$ cat src/rtl/uart_irq_pkg.sv
package uart_irq_pkg;

  typedef enum logic [1:0] {
    MODE_OFF  = 2'b00,
    MODE_IRQ  = 2'b01,
    MODE_DMA  = 2'b10,
    MODE_DMA2 = 2'b11
  } req_mode_e;

  // ticks in the whole timeout window for a given character length
  function automatic int unsigned timeout_ticks(input logic [1:0] wl,
                                                input int unsigned ticks_per_bit,
                                                input int unsigned min_bits,
                                                input int unsigned words);
    // start bit + data bits + one stop bit
    return words * ticks_per_bit * (min_bits + 2 + int'(wl));
  endfunction

endpackage

$ cat src/rtl/uart_irq_trig.sv
module uart_irq_trig #(
  parameter int unsigned FIFO_DEPTH = 16,
  parameter bit          IS_TX      = 1'b0,
  localparam int unsigned CW        = $clog2(FIFO_DEPTH + 1),
  localparam int unsigned STEP      = FIFO_DEPTH / 4
) (
  input  logic          fifo_en,
  input  logic [1:0]    trig_sel,
  input  logic [CW-1:0] count,
  output logic          hit
);

  logic [CW-1:0] level;

  generate
    if (IS_TX) begin : g_tx
      // transmit: ask for data while at or below the threshold
      always_comb begin
        level = CW'(trig_sel) * CW'(STEP);
        if (fifo_en) hit = (count <= level);
        else         hit = (count == '0);
      end
    end else begin : g_rx
      // receive: ask for draining once the threshold is reached
      always_comb begin
        if (trig_sel == 2'b00) level = CW'(1);
        else                   level = CW'(trig_sel) * CW'(STEP);
        if (fifo_en) hit = (count >= level);
        else         hit = (count != '0);
      end
    end
  endgenerate

endmodule

$ cat src/rtl/uart_irq_timeout.sv
module uart_irq_timeout
  import uart_irq_pkg::*;
#(
  parameter int unsigned FIFO_DEPTH    = 16,
  parameter int unsigned TICKS_PER_BIT = 16,
  parameter int unsigned MIN_BITS      = 5,
  parameter int unsigned TO_WORDS      = 3,
  localparam int unsigned CW           = $clog2(FIFO_DEPTH + 1),
  localparam int unsigned MAX_LIM      = TO_WORDS * TICKS_PER_BIT * (MIN_BITS + 3 + 2),
  localparam int unsigned LW           = $clog2(MAX_LIM + 1)
) (
  input  logic          clk,
  input  logic          rst_n,
  input  logic          fifo_en,
  input  logic          tick,
  input  logic          rx_strobe,
  input  logic          rx_read,
  input  logic [1:0]    word_len,
  input  logic [CW-1:0] rx_count,
  output logic          expired
);

  logic [LW-1:0] cnt_q, cnt_d, limit;
  logic          restart, cnt_en;

  assign limit   = LW'(timeout_ticks(word_len, TICKS_PER_BIT, MIN_BITS, TO_WORDS));
  assign restart = !fifo_en || rx_strobe || rx_read || (rx_count == '0);
  assign cnt_en  = restart || (tick && (cnt_q < limit));

  always_comb begin
    cnt_d = cnt_q;
    if (restart)     cnt_d = '0;
    else if (cnt_en) cnt_d = cnt_q + LW'(1);
  end

  always_ff @(posedge clk or negedge rst_n) begin
    if (!rst_n)      cnt_q <= '0;
    else if (cnt_en) cnt_q <= cnt_d;
  end

  assign expired = fifo_en && (rx_count != '0) && (cnt_q >= limit);

endmodule

$ cat src/rtl/uart_irq_route.sv
module uart_irq_route (
  input  logic [1:0] mode,
  input  logic       req,
  output logic       irq,
  output logic       dma
);

  assign irq = req && (mode == 2'b01);
  assign dma = req && mode[1];

endmodule

$ cat src/rtl/uart_irq_gen.sv
module uart_irq_gen
  import uart_irq_pkg::*;
#(
  parameter int unsigned FIFO_DEPTH    = 16,
  parameter int unsigned TICKS_PER_BIT = 16,
  parameter int unsigned MIN_BITS      = 5,
  parameter int unsigned TO_WORDS      = 3,
  localparam int unsigned CW           = $clog2(FIFO_DEPTH + 1)
) (
  input  logic          clk,
  input  logic          rst_n,
  input  logic          fifo_en,
  input  logic [1:0]    rx_mode,
  input  logic [1:0]    tx_mode,
  input  logic [1:0]    rx_trig,
  input  logic [1:0]    tx_trig,
  input  logic [1:0]    word_len,
  input  logic          tick,
  input  logic          rx_strobe,
  input  logic          rx_read,
  input  logic [CW-1:0] rx_count,
  input  logic [CW-1:0] tx_count,
  output logic          rx_irq,
  output logic          rx_dma_req,
  output logic          tx_irq,
  output logic          tx_dma_req
);

  logic rx_hit, tx_hit, rx_to, rx_req;
  logic [3:0] req_d, req_q;

  uart_irq_trig #(.FIFO_DEPTH(FIFO_DEPTH), .IS_TX(1'b0)) u_rx_trig (
    .fifo_en (fifo_en),
    .trig_sel(rx_trig),
    .count   (rx_count),
    .hit     (rx_hit)
  );

  uart_irq_trig #(.FIFO_DEPTH(FIFO_DEPTH), .IS_TX(1'b1)) u_tx_trig (
    .fifo_en (fifo_en),
    .trig_sel(tx_trig),
    .count   (tx_count),
    .hit     (tx_hit)
  );

  uart_irq_timeout #(
    .FIFO_DEPTH   (FIFO_DEPTH),
    .TICKS_PER_BIT(TICKS_PER_BIT),
    .MIN_BITS     (MIN_BITS),
    .TO_WORDS     (TO_WORDS)
  ) u_timeout (
    .clk      (clk),
    .rst_n    (rst_n),
    .fifo_en  (fifo_en),
    .tick     (tick),
    .rx_strobe(rx_strobe),
    .rx_read  (rx_read),
    .word_len (word_len),
    .rx_count (rx_count),
    .expired  (rx_to)
  );

  assign rx_req = rx_hit || rx_to;

  uart_irq_route u_rx_route (
    .mode(rx_mode),
    .req (rx_req),
    .irq (req_d[3]),
    .dma (req_d[2])
  );

  uart_irq_route u_tx_route (
    .mode(tx_mode),
    .req (tx_hit),
    .irq (req_d[1]),
    .dma (req_d[0])
  );

  always_ff @(posedge clk or negedge rst_n) begin
    if (!rst_n) req_q <= '0;
    else        req_q <= req_d;
  end

  assign {rx_irq, rx_dma_req, tx_irq, tx_dma_req} = req_q;

endmodule

$ cat config.mk
export PLATFORM = sky130hd
export DESIGN_NAME = uart_irq_gen
export DESIGN_NICKNAME = d
export VERILOG_FILES = /design/src/rtl/uart_irq_pkg.sv /design/src/rtl/uart_irq_trig.sv /design/src/rtl/uart_irq_timeout.sv /design/src/rtl/uart_irq_route.sv /design/src/rtl/uart_irq_gen.sv
export SDC_FILE = /design/constraint.sdc
export NUM_CORES = 1
export LEC_CHECK = 0
export BUFFER_PORTS_ARGS = -buffer_cell sky130_fd_sc_hd__clkbuf_2
export CORE_MARGIN = 1
export CORE_UTILIZATION = 30
export DETAILED_ROUTE_END_ITERATION = 8
export PLACE_DENSITY = 0.52
export SLEW_MARGIN = 20
export SYNTH_ARGS = -nofsm -noshare
export SYNTH_HDL_FRONTEND = slang
export SYNTH_SLANG_ARGS = --single-unit
export TNS_END_PERCENT = 100
$ cat constraint.sdc
create_clock -name clk -period 2.06 [get_ports clk]
set_clock_uncertainty 0.1 [all_clocks]
set_input_delay 0.206 -clock clk [delete_from_list [all_inputs] [get_ports clk]]
set_output_delay 0.206 -clock clk [all_outputs]
set_load 0.005 [all_outputs]
==> results.md <==
* Outcome: complete, but fails checks
* Failing checks: design-rule violations
* Synthesized cell area at 922 µm²
* Initial Utilization at 0.326
* Row count at 19
* Total power at 0.522 mW
* CTS tree: yes
* IR drop worst, VDD at 212 µV
* Most common cell after layout, fill and taps aside: clkbuf_2
* Die Y at 57.4 µm
* Final worst path period need at 1940 ps
* RSZ-0062 raised after global routing: false
* CP Launch Type: flop
* Hold WS at 35.3 ps
* Die Width at 57.4 µm
* Area Growth Syn to Fin at 33.6%
* DRC viols at 1
* Initial antenna violation count at 0
* R2r setup slk at 120 ps
* Worst EP required at 2160 ps
* Fin. Hold Viols at 0
* Yosys Warn Count at 0
* Buffers on Ports at 29
* Post-synth EDFFs at 0
* DRT iter0 DRCs at 20
* Tot GR Track Use at 0.147
* Final wirelength at 2.11 mm
* Path type of the worst setup path: flop to flop
* Vias per cell at 5.16
* WL/cell at 11.8 µm
* Clk_lat worst skew at 280 ps
* Fin crit share at 0.942
* Clock Path Buffers at 2
* Number of max-cap violations at 0
* Critical path peak fanout at 4
* N_diodes at 0
* WP data arrival at 2040 ps
* Via count at 918
* Fin cells at 178
* Layout cells sized above 1 at 0.299
* Clock tree root driver cell: clkbuf_4
* WHS Endpoint: req_q[3]
* Final TNS setup at 0 ps
* Most common flop cell mapped by yosys: dfrtp_1
* Synth area leaders: dfrtp_1 35%, ha_1 16%, inv_1 5.7%
* Max Transition Viols Final at 0
* Hold crit path type: input pin to flop
* # Post-CTS Setup Buffers at 0
* Worst-path clk slew at 70 ps
* Hold Path Stages at 3
* Post-DP HPWL at 1.79 mm
* Util after Layout at 0.436
* Post-layout nets at 186
* Sequential-to-total area share from yosys stat at 0.353
* Core region area at 2830 µm²
* Clock Sinks at 13
* Placed cells at 172
* Fmax at 515 MHz
* Async S/R FF share, synth at 1.00
* Reg-to-reg critical path endpoint: u_timeout.cnt_q[6]
* Vias in the first global route at 918
* Pwr dens at 423 nW/µm²
* Finish-stage setup viols at 0
* Largest net degree at the start of global routing at 14
* ANT nets after route at 0
* Overflow after GRT at 0
* Sequential cell area at 325 µm²
* Fillers at 291
* Die footprint at 3300 µm²
* Num CTS Buffers at 3
* Area of the multi-input gates at 564 µm²
* Critical Path End Type: flop
* I/O Pins at 30
* R2R Path Start: u_timeout.cnt_q[6]
* H-tree lvl count at 1
* First drt pass iteration count at 6
* Area share of the largest cell type after synthesis at 0.353
* Final Wtd Congestion at 0.774
* Cell count after synthesis at 105
* Syn_nets at 143
* First-pass GRT wire length at 3.73 mm
* Commonest non-fill, non-tap cells in the layout: 29 x clkbuf_2, 14 x inv_1, 13 x dfrtp_1
* R2r worst-path depth at 5
* Worst Min Path Start: rx_mode[0]
* Static Leakage at 0.583 nW
* Syn avg cell area at 8.78 µm²
* Library cells used by synthesis at 24
* Synthesized flop and latch total at 13
* Worst-Margin Slew at 320 ps
* Leading area contributor after synthesis: dfrtp_1
* Slew HR at 0.785
-- worst max-delay path: stages, from the launching register on --
cell	delay (ps)
dfrtp_1	410
ha_4	250
a211oi_2	270
o221ai_2	150
or4_1	510
a21oi_1	170
-- power by group --
part           internal, mW  switching, mW
clock                0.0751         0.0817
sequential            0.259        0.00172
combinational        0.0527         0.0511
-- final cells by class --
type	count	share of cell area
multi-input cells	77	0.458
clock buffers	4	0.0213
flip-flops and latches	13	0.264
inverters	14	0.0426
well taps	31	0.0315
repair buffers	39	0.183
-- sequential cells by signal (all words and copies together) (netlist names) --
name and flops:
req_q 4, u_timeout.cnt_q 9
-- per-stage QoR --
| step | worst slack, ps | area, µm² |
|---|---|---|
| after floorplan | 53.7 | 947 |
| after global placement | -101 | 1190 |
| after detailed placement | -137 | 1190 |
| after CTS | 70.4 | 1230 |
| after global routing | 28.2 | 1230 |
| final | 119 | 1230 |
-- metal layers --
metal | part of all wire | GRT usage
met2 | 0.50 | 0.262
met3 | 0.042 | 0.0454
met4 | 0.0071 | 0.0418
met5 | 0 | 0
met1 | 0.45 | 0.167
-- synth_stat cells, drive strengths merged, types with 2 or more instances --
master / instances
inv: 14
dfrtp: 13
ha: 12
a21oi: 10
o21ai: 10
nand2: 7
nand3: 6
or3: 6
nor2: 4
o31ai: 4
a21boi: 2
nor3b: 2
nor4: 2
o221ai: 2
or4: 2
xnor2: 2
-- repair_timing --
| item | 4_1_cts | 5_1_grt |
|---|---|---|
| resized for setup | 0 | 1 |
| hold endpoints to repair | 14 | 0 |
| endpoints found under the setup margin | 0 | 7 |
| hold buffers | 2 | 0 |
-- worst max path at each step --
stage / from / end / slack [ps]
finish: u_timeout.cnt_q[6] / u_timeout.cnt_q[6] / 120
global route: u_timeout.cnt_q[6] / u_timeout.cnt_q[6] / 30
CTS: u_timeout.cnt_q[7] / u_timeout.cnt_q[5] / 70
detailed placement: word_len[0] / u_timeout.cnt_q[4] / -140
global placement: word_len[0] / u_timeout.cnt_q[7] / -100
floorplan: word_len[0] / u_timeout.cnt_q[6] / 50
-- cell families after synthesis --
logic type      count (synthesis)  share of synthesized area
xor+xnor                        2                     0.0190
buf+inv                        15                     0.0624
flops                          13                      0.353
fa+ha+maj                      12                      0.163
simple gates                   34                      0.206
compound gates                 29                      0.197
No activity file was read; power rests on OpenSTA's default activity.
